--- src/rtl/muldiv_pkg.sv ---
package muldiv_pkg;

   // Function codes; the numeric values are decoded by the unit.
   typedef enum logic [2:0] {
      FN_MUL_LO   = 3'd0,
      FN_MUL_HSS  = 3'd1,
      FN_MUL_HSU  = 3'd2,
      FN_MUL_HUU  = 3'd3,
      FN_QUO_S    = 3'd4,
      FN_QUO_U    = 3'd5,
      FN_REM_S    = 3'd6,
      FN_REM_U    = 3'd7
   } md_fn_e;

   typedef enum logic [1:0] {
      ST_IDLE = 2'd0,
      ST_RUN  = 2'd1,
      ST_FIN  = 2'd2
   } md_state_e;

   // Division operations have the top code bit set.
   function automatic logic fn_is_div(input logic [2:0] f);
      return f[2];
   endfunction

   // Within division, bit 1 selects the remainder.
   function automatic logic fn_is_rem(input logic [2:0] f);
      return f[2] & f[1];
   endfunction

   function automatic logic fn_a_signed(input logic [2:0] f);
      return (f == FN_MUL_HSS) || (f == FN_MUL_HSU) ||
             (f == FN_QUO_S)   || (f == FN_REM_S);
   endfunction

   function automatic logic fn_b_signed(input logic [2:0] f);
      return (f == FN_MUL_HSS) || (f == FN_QUO_S) || (f == FN_REM_S);
   endfunction

endpackage

--- src/rtl/muldiv_operand_prep.sv ---
module muldiv_operand_prep
   import muldiv_pkg::*;
#(
   parameter int WIDTH = 32
) (
   input  logic [2:0]       func,
   input  logic [WIDTH-1:0] opa,
   input  logic [WIDTH-1:0] opb,
   output logic [WIDTH-1:0] mag_a,
   output logic [WIDTH-1:0] mag_b,
   output logic             neg_res
);

   logic a_neg;
   logic b_neg;
   logic b_zero;

   always_comb begin
      a_neg  = fn_a_signed(func) & opa[WIDTH-1];
      b_neg  = fn_b_signed(func) & opb[WIDTH-1];
      b_zero = (opb == '0);
      mag_a  = a_neg ? (~opa + 1'b1) : opa;
      mag_b  = b_neg ? (~opb + 1'b1) : opb;
      if (fn_is_rem(func)) begin
         // remainder follows the dividend sign
         neg_res = a_neg;
      end else if (fn_is_div(func)) begin
         // a zero divisor keeps the all-ones quotient un-negated
         neg_res = (a_neg ^ b_neg) & ~b_zero;
      end else begin
         neg_res = a_neg ^ b_neg;
      end
   end

endmodule

--- src/rtl/muldiv_step.sv ---
module muldiv_step #(
   parameter int WIDTH = 32
) (
   input  logic             div_mode,
   input  logic [WIDTH-1:0] hi,
   input  logic [WIDTH-1:0] lo,
   input  logic [WIDTH-1:0] opnd,
   output logic [WIDTH-1:0] hi_nxt,
   output logic [WIDTH-1:0] lo_nxt
);

   localparam int EXT_W = WIDTH + 1;

   logic [EXT_W-1:0] sum;
   logic [EXT_W-1:0] shifted;
   logic [WIDTH-1:0] diff;
   logic             borrow;

   always_comb begin
      // shift-add: conditionally add multiplicand, then shift right
      sum = {1'b0, hi} + (lo[0] ? {1'b0, opnd} : {EXT_W{1'b0}});
      // restoring division: shift in next dividend bit, trial subtract
      shifted = {hi, lo[WIDTH-1]};
      borrow  = (shifted < {1'b0, opnd});
      diff    = shifted[WIDTH-1:0] - opnd;
      if (div_mode) begin
         hi_nxt = borrow ? shifted[WIDTH-1:0] : diff;
         lo_nxt = {lo[WIDTH-2:0], ~borrow};
      end else begin
         hi_nxt = sum[EXT_W-1:1];
         lo_nxt = {sum[0], lo[WIDTH-1:1]};
      end
   end

endmodule

--- src/rtl/muldiv_result_fix.sv ---
module muldiv_result_fix
   import muldiv_pkg::*;
#(
   parameter int WIDTH = 32
) (
   input  logic [2:0]       func,
   input  logic             neg_res,
   input  logic [WIDTH-1:0] hi,
   input  logic [WIDTH-1:0] lo,
   output logic [WIDTH-1:0] res
);

   localparam int PROD_W = 2 * WIDTH;

   logic [PROD_W-1:0] prod;
   logic [WIDTH-1:0]  div_val;

   always_comb begin
      prod    = neg_res ? (~{hi, lo} + 1'b1) : {hi, lo};
      div_val = fn_is_rem(func) ? hi : lo;
      if (fn_is_div(func)) begin
         res = neg_res ? (~div_val + 1'b1) : div_val;
      end else if (func == FN_MUL_LO) begin
         res = prod[WIDTH-1:0];
      end else begin
         res = prod[PROD_W-1:WIDTH];
      end
   end

endmodule

--- src/rtl/muldiv_iter.sv ---
module muldiv_iter
   import muldiv_pkg::*;
#(
   parameter int WIDTH = 32
) (
   input  logic             clk,
   input  logic             rst,
   input  logic             start_valid,
   output logic             start_ready,
   input  logic [2:0]       func,
   input  logic [WIDTH-1:0] opa,
   input  logic [WIDTH-1:0] opb,
   output logic             done,
   output logic [WIDTH-1:0] result
);

   localparam int              CNT_W = (WIDTH > 2) ? $clog2(WIDTH) : 1;
   localparam logic [CNT_W-1:0] LAST = CNT_W'(WIDTH - 1);

   generate
      if (WIDTH < 2) begin : g_width_chk
         $error("muldiv_iter: WIDTH must be at least 2");
      end
   endgenerate

   md_state_e        state;
   logic [CNT_W-1:0] cnt;
   logic [WIDTH-1:0] hi_q, lo_q, opnd_q;
   logic [2:0]       func_q;
   logic             neg_q;
   logic [WIDTH-1:0] result_q;
   logic             done_q;

   logic [WIDTH-1:0] mag_a, mag_b;
   logic             neg_in;
   logic [WIDTH-1:0] hi_nxt, lo_nxt;
   logic [WIDTH-1:0] fix_res;
   logic             accept;

   muldiv_operand_prep #(.WIDTH(WIDTH)) u_prep (
      .func    (func),
      .opa     (opa),
      .opb     (opb),
      .mag_a   (mag_a),
      .mag_b   (mag_b),
      .neg_res (neg_in)
   );

   muldiv_step #(.WIDTH(WIDTH)) u_step (
      .div_mode (fn_is_div(func_q)),
      .hi       (hi_q),
      .lo       (lo_q),
      .opnd     (opnd_q),
      .hi_nxt   (hi_nxt),
      .lo_nxt   (lo_nxt)
   );

   muldiv_result_fix #(.WIDTH(WIDTH)) u_fix (
      .func    (func_q),
      .neg_res (neg_q),
      .hi      (hi_q),
      .lo      (lo_q),
      .res     (fix_res)
   );

   assign start_ready = (state == ST_IDLE);
   assign accept      = start_ready & start_valid;

   always_ff @(posedge clk) begin
      if (rst) begin
         state    <= ST_IDLE;
         cnt      <= '0;
         hi_q     <= '0;
         lo_q     <= '0;
         opnd_q   <= '0;
         func_q   <= '0;
         neg_q    <= 1'b0;
         result_q <= '0;
         done_q   <= 1'b0;
      end else begin
         done_q <= 1'b0;
         case (state)
            ST_IDLE: begin
               if (accept) begin
                  hi_q   <= '0;
                  lo_q   <= fn_is_div(func) ? mag_a : mag_b;
                  opnd_q <= fn_is_div(func) ? mag_b : mag_a;
                  func_q <= func;
                  neg_q  <= neg_in;
                  cnt    <= '0;
                  state  <= ST_RUN;
               end
            end
            ST_RUN: begin
               hi_q <= hi_nxt;
               lo_q <= lo_nxt;
               if (cnt == LAST) begin
                  state <= ST_FIN;
               end else begin
                  cnt <= cnt + 1'b1;
               end
            end
            ST_FIN: begin
               result_q <= fix_res;
               done_q   <= 1'b1;
               state    <= ST_IDLE;
            end
            default: state <= ST_IDLE;
         endcase
      end
   end

   assign done   = done_q;
   assign result = result_q;

endmodule

--- config.mk ---
export PLATFORM = sky130hd
export DESIGN_NAME = muldiv_iter
export DESIGN_NICKNAME = d
export VERILOG_FILES = /design/src/rtl/muldiv_pkg.sv /design/src/rtl/muldiv_operand_prep.sv /design/src/rtl/muldiv_step.sv /design/src/rtl/muldiv_result_fix.sv /design/src/rtl/muldiv_iter.sv
export SDC_FILE = /design/constraint.sdc
export NUM_CORES = 1
export LEC_CHECK = 0
export ABC_AREA = 1
export BUFFER_PORTS_ARGS = -buffer_cell sky130_fd_sc_hd__buf_2
export CORE_ASPECT_RATIO = 2
export CORE_MARGIN = 4
export CORE_UTILIZATION = 30
export CTS_BUF_LIST = sky130_fd_sc_hd__clkbuf_16
export DETAILED_ROUTE_END_ITERATION = 7
export GPL_TIMING_DRIVEN = 0
export HOLD_SLACK_MARGIN = 0.1
export PLACE_DENSITY = 0.43
export SLEW_MARGIN = 20
export SYNTH_ARGS = -nofsm -noshare
export SYNTH_HDL_FRONTEND = slang
export SYNTH_SLANG_ARGS = --single-unit
--- constraint.sdc ---
create_clock -name clk -period 3.1 [get_ports clk]
set_input_delay 0.31 -clock clk [delete_from_list [all_inputs] [get_ports clk]]
set_output_delay 0.31 -clock clk [all_outputs]
set_load 0.05 [all_outputs]
==> metrics, run 1 <==
initial antenna violation count 5; skew final 0.0217 ns; Final Hold Viols 0; Vias 24000; gr ovfl total 0; IO Port Bufs 102; Routed Antenna Nets 0; CP startpoint kind register; routed wire length 130 mm; Clock Sinks 140; Routability Congestion 1.10; Pint 4150 uW; # setup viols final 5; clk root buf clkbuf_16; commonest cells after routing, fill and taps aside nand2_1, inv_1, nand3_1; Reg area 0.00284 mm^2; Worst slew margin 0.209; Inst Count DP 4334; violated checks setup timing; largest net degree at the start of global routing 18; PD cells 423 mW/mm^2; status finished with violations; RSZ-0062 raised after global routing yes; Slew Viols, Final 0; vias in the first global route 23900; peak fanout along the critical path 6; Seq cells post-synth 140; Tcrit/Tclk final 1.03; CTS tree done; initial DRC count 1737; First-pass DRT Iterations 6; Mapped Cells 3458; detailed placement HPWL 107 mm; PnR worst setup slack -0.0998 ns; total CTS buffers 17; ys async rst share 0; register area share after synthesis 0.155; NetSw 4580 uW; synthesized area per cell 5.24 um^2; clock buffer depth 2; vias per inst 5.49; data required time of the worst path 3.45 ns; clock power share 0.259; CP arrival 3.55 ns; io pins 104; share of cells above drive strength 1 0.0929; maximum vdd ir drop 412 uV; MaxCap Viol Count 0; Syn. warnings 0; area of the die 0.0646 mm^2; Final Non-Filler Cells 4372; fin nets 3725; Yosys cell types 52; FP Rows 127; CTS H-tree lvls 4; Util after Layout 0.344; commonest non-fill, non-tap cell in the layout nand2_1; Synth Net Count 3600; total leakage power 0.0104 uW; DR WL/cell 29.8 um; Crit. End Element register; Area growth, synth to finish 13.8%; Synth Cell Area 0.0181 mm^2; FMAX 313 MHz; Die W 182 um; Starting Density 0.303; Fill cells 7173; Post-synth EDFFs 0; Core Region 0.0599 mm^2; clock latency on the worst-skew pair 0.50 ns; Die Span Y 356 um; Sw Share 0.525; Remaining DRCs 0; Total GRT Usage 0.392; Worst-path clk slew 0.08 ns; Top FF cell, synth dfxtp_1; critical path class register to register; first-pass GRT wire length 177 mm; post-cts hold buffer count 0; combinational power share 0.495; multi-input logic area 0.0132 mm^2; Final Critical Period 3.20 ns; worst hold path type input pin to register; Sequential Power Share 0.246; Slew @ Worst Pin 1.19 ns
-- per-stage QoR --
step / total power [uW] / worst slack [ns] / cell area [um^2] / setup TNS (ns) / hold slack, ns
detailed placement: 6230 / -0.683 / 19600 / -19.07 / 0.455
finish: 8730 / -0.0998 / 20600 / -0.183 / 0.203
global placement: 6260 / -0.722 / 19600 / -20.50 / 0.454
global route: 9070 / -0.0822 / 20600 / -0.0877 / 0.222
floorplan: 4450 / 0.640 / 18100 / 0 / 0.444
CTS: 8540 / 0.00135 / 20400 / 0 / 0.201
-- logic make-up (layout without fill, tap and decap cells) --
kind of cell / Yosys count / count (layout) / share of synthesized area
simple gates: 2034 / 2034 / 0.471
xor+xnor: 64 / 64 / 0.0309
other cells: 0 / 2 / 0
buf+inv: 604 / 742 / 0.131
compound gates: 544 / 544 / 0.161
fa+ha+maj: 72 / 72 / 0.0505
flops: 140 / 140 / 0.155
-- synthesized netlist by cell type (3+ instances only) --
master,instances,area share
nand2_1,1102,0.23
inv_1,461,0.095
nand3_1,390,0.11
nor2_1,388,0.080
a21oi_1,242,0.067
o21ai_0,199,0.055
dfxtp_1,140,0.15
ha_1,70,0.048
clkbuf_1,68,0.014
xor2_1,55,0.027
nand4_1,41,0.014
buf_2,30,0.0083
nor3_1,30,0.0083
o211ai_1,26,0.011
buf_1,25,0.0052
a31oi_1,18,0.0062
nor2_2,16,0.0055
o21ai_1,14,0.0039
or2_2,14,0.0048
nand2_2,13,0.0045
nand3b_1,10,0.0041
o21bai_1,10,0.0041
o22ai_1,10,0.0035
xnor2_1,9,0.0043
and2_1,8,0.0028
buf_4,8,0.0033
a22oi_1,6,0.0025
inv_2,6,0.0012
o21ai_2,6,0.0029
nor4_1,5,0.0017
buf_6,4,0.0025
nor3_2,4,0.0022
nor2_4,3,0.0019
o21a_1,3,0.0012
-- cell type report --
| cell class | instances | area share |
|---|---|---|
| Antenna cell | 2 | 0.000243 |
| Buffer | 136 | 0.0331 |
| Clock buffer | 17 | 0.0206 |
| Clock inverter | 15 | 0.00934 |
| Inverter | 468 | 0.0853 |
| Multi-Input combinational cell | 2714 | 0.640 |
| Sequential cell | 140 | 0.138 |
| Tap cell | 774 | 0.0469 |
| Timing Repair Buffer | 106 | 0.0268 |
-- critical path, cell delays in order (launching register included) --
cell,delay (ns)
dfxtp_1,0.41
nor2_1,0.25
nand3_1,0.33
nor2_4,0.36
nand3_4,0.26
nor2_1,0.30
nor2_1,0.15
xor2_4,0.54
o21ai_0,0.24
nand2_1,0.12
a21oi_1,0.06
-- sequential cells by signal (all words and copies together) (netlist names) --
signal	flops
cnt	5
done	1
func_q	3
hi_q	32
lo_q	32
neg_q	1
opnd_q	32
result	32
state	2
-- power by group through the flow --
stage	Sequential, uW	Clock (uW)	Combinational, uW
2_1_floorplan	2030	0	2420
3_3_place_gp	2170	0	4090
3_5_place_dp	2170	0	4060
4_1_cts	2130	2290	4120
5_1_grt	2140	2340	4580
6_report	2150	2260	4320
-- layer usage --
layer | wire length [um] | global-route usage
met3 | 7120 | 0.0875
met2 | 64800 | 0.696
met5 | 66 | 0.00385
met1 | 39200 | 0.333
met4 | 19200 | 0.445
-- repair_timing --
item | CTS | global route
pin swaps | 2 | 4
setup buffers | 2 | 1
resized for setup | 53 | 64
setup endpoints to repair | 62 | 54
cloned | 0 | 0
-- path summary, 6_finish.rpt --
check / startpoint / end / slack, ns / cells past startpoint
setup reg to reg: lo_q[22] / result[7] / -0.1 / 10
setup / recovery: lo_q[22] / result[7] / -0.1 / 10
hold reg to reg: result[0] / result[0] / 0.47 / 2
hold / removal: opa[5] / opnd_q[5] / 0.20 / 4
(Power assumes the default switching activity.)
==> inputs of run 2 (changes only) <==
- PLACE_DENSITY: 0.43 -> unset
- clock period: 3.1 -> 2.65 ns (I/O delays scaled with it)
==> metrics, run 2 (synthesis gave the netlist of run 1 again) <==
status finished with violations (unchanged); violated checks setup timing (unchanged); maximum vdd ir drop 487 uV (was 412 uV); FMAX 371 MHz (was 313 MHz); worst min-delay path startpoint func[1] (was opa[5]); Worst R2R End result[23] (was result[7]); FP Rows 127 (unchanged); DR WL/cell 28.7 um (was 29.8 um); Core Region 0.0599 mm^2 (unchanged); routed wire length 126 mm (was 130 mm); detailed placement HPWL 104 mm (was 107 mm); Crit-path slowest cell dfxtp_2 (was xor2_4); Clock Sinks 140 (unchanged); # setup viols final 5 (unchanged); Slew Viols, Final 0 (unchanged); First-pass DRT Iterations 6 (unchanged); Area growth, synth to finish 24.3% (was 13.8%); Starting Density 0.303 (unchanged); data required time of the worst path 3.05 ns (was 3.45 ns); vias in the first global route 23900 (about the same); commonest non-fill, non-tap cell in the layout nand2_1 (unchanged); Placement Setup Slack -1.14 ns (was -0.683 ns); hold slack 0.192 ns (was 0.203 ns); largest net degree at the start of global routing 17 (was 18); Tcrit/Tclk final 1.02 (was 1.03); Routability Congestion 1.10 (about the same); Final Critical Period 2.69 ns (was 3.20 ns); Vias 24700 (was 24000); PnR worst setup slack -0.0437 ns (was -0.0998 ns); crit-path most repeated cell nand2_1 (was nor2_1); Hold Path Cell Cnt 3 (was 4); CP arrival 3.09 ns (was 3.55 ns); peak fanout along the critical path 10 (was 6); worst r2r src func_q[2] (was lo_q[22]); area of the die 0.0646 mm^2 (unchanged); Final Hold Viols 0 (unchanged); share of cells above drive strength 1 0.189 (was 0.0929); CP startpoint func_q[2] (was lo_q[22]); clk root buf clkbuf_16 (unchanged); gr ovfl total 0 (unchanged); Routed Antenna Nets 0 (unchanged); critical path class register to register (unchanged); Hold Path End func_q[1] (was opnd_q[5]); RSZ-0062 raised after global routing yes (unchanged); Die W 182 um (unchanged); Total GRT Usage 0.377 (was 0.392); CP Cell Sequence buf_8 > nand2_4 > buf_12 > buf_6 > nand2_1 > o21ai_1 > nor2_2 > nand2_1 > nor2_1 > nand2_1 > nand2_1 > nand3b_1 > nand3_1 > nand3_2 > a21oi_1 (was nor2_1 > nand3_1 > nor2_4 > nand3_4 > nor2_1 > nor2_1 > xor2_4 > o21ai_0 > nand2_1 > a21oi_1); io pins 104 (unchanged); commonest cells after routing, fill and taps aside nand2_1, inv_1, nand3_1 (unchanged); Pwr Total 10500 uW (was 8730 uW); fin nets 3759 (was 3725); Slew @ Worst Pin 0.976 ns (was 1.19 ns); clock latency on the worst-skew pair 0.49 ns (was 0.50 ns); first-pass GRT wire length 172 mm (was 177 mm); CP peak stage delay 0.37 ns (was 0.54 ns); CTS H-tree lvls 4 (unchanged); Util after Layout 0.376 (was 0.344); post-cts hold buffer count 0 (unchanged); initial antenna violation count 2 (was 5); CTS tree done (unchanged); IO Port Bufs 102 (unchanged); PD cells 467 mW/mm^2 (was 423 mW/mm^2); R2R cell count 15 (was 10); Remaining DRCs 0 (unchanged); MaxCap Viol Count 0 (unchanged); Worst-path clk slew 0.08 ns (about the same); skew final 0.0188 ns (was 0.0217 ns); reg-to-reg setup timing slack -0.04 ns (was -0.1 ns); total leakage power 0.0108 uW (was 0.0104 uW); worst hold path type input pin to register (unchanged); vias per inst 5.60 (was 5.49); total CTS buffers 17 (unchanged); clock buffer depth 2 (unchanged); CP startpoint kind register (unchanged); Crit. End Element register (unchanged); total negative slack -0.162 ns (was -0.183 ns); Die Span Y 356 um (unchanged); Worst slew margin 0.349 (was 0.209); initial DRC count 2154 (was 1737)
==> run 2: cell types whose count changed in the layout (fill, tap and decap cells not counted), sizes merged <==
cell and delta:
buf +34, clkbuf -1, clkdlybuf4s15 +1, clkinv -2, clkinvlp +9, diode -1, inv -7
==> run 2: worst max path at each step <==
stage,cells after the start,end
after global routing,18,hi_q[27]
after floorplan,19,hi_q[27]
after detailed placement,13,result[28]
after global placement,13,result[28]
final,15,result[23]
after CTS,11,result[7]
==> run 2: worst max-delay path: cells and delay by family (launching register included) <==
family,cells,cell delay (ns)
simple gates,10,1.47
buf+inv,3,0.48
flops,1,0.37
compound gates,2,0.25
==> run 2: what timing repair did <==
item | 4_1_cts | 5_1_grt
pin swaps | 15 | 43
setup endpoints to repair | 93 | 75
buffers inserted | 20 | 22
resized for setup | 268 | 323
==> run 2: report_power, final <==
part / switching (uW) / internal [uW] / total, uW
Clock: 1220 / 1320 / 2540
Combinational: 3870 / 1520 / 5380
Sequential: 365 / 2220 / 2590
Total: 5450 / 5060 / 10500
==> run 2: final cells by class <==
cell class              count  area [um^2]
plain buffers             132          766
clock inverters            15          154
flip-flops and latches    140         2950
repair buffers            144          838
fillers                  6921        37400
multi-input cells        2714        14600
clock buffers              17          425
inverters                 468         1780
diodes                      1         2.50
well taps                 774          968
==> run 2: stage by stage <==
stage,area (um^2),instances
5_1_grt,22500,4404
3_5_place_dp,19600,4334
3_3_place_gp,19600,4334
2_1_floorplan,18100,3458
6_report,22500,4405
4_1_cts,21100,4384
==> run 2: per-layer routing <==
metal,up-vias,GRT usage,part of all wire
li1,11400,-,-
met1,11400,0.328,0.29
met2,1198,0.670,0.49
met3,625,0.0597,0.055
met4,0,0.440,0.16
met5,-,0,0
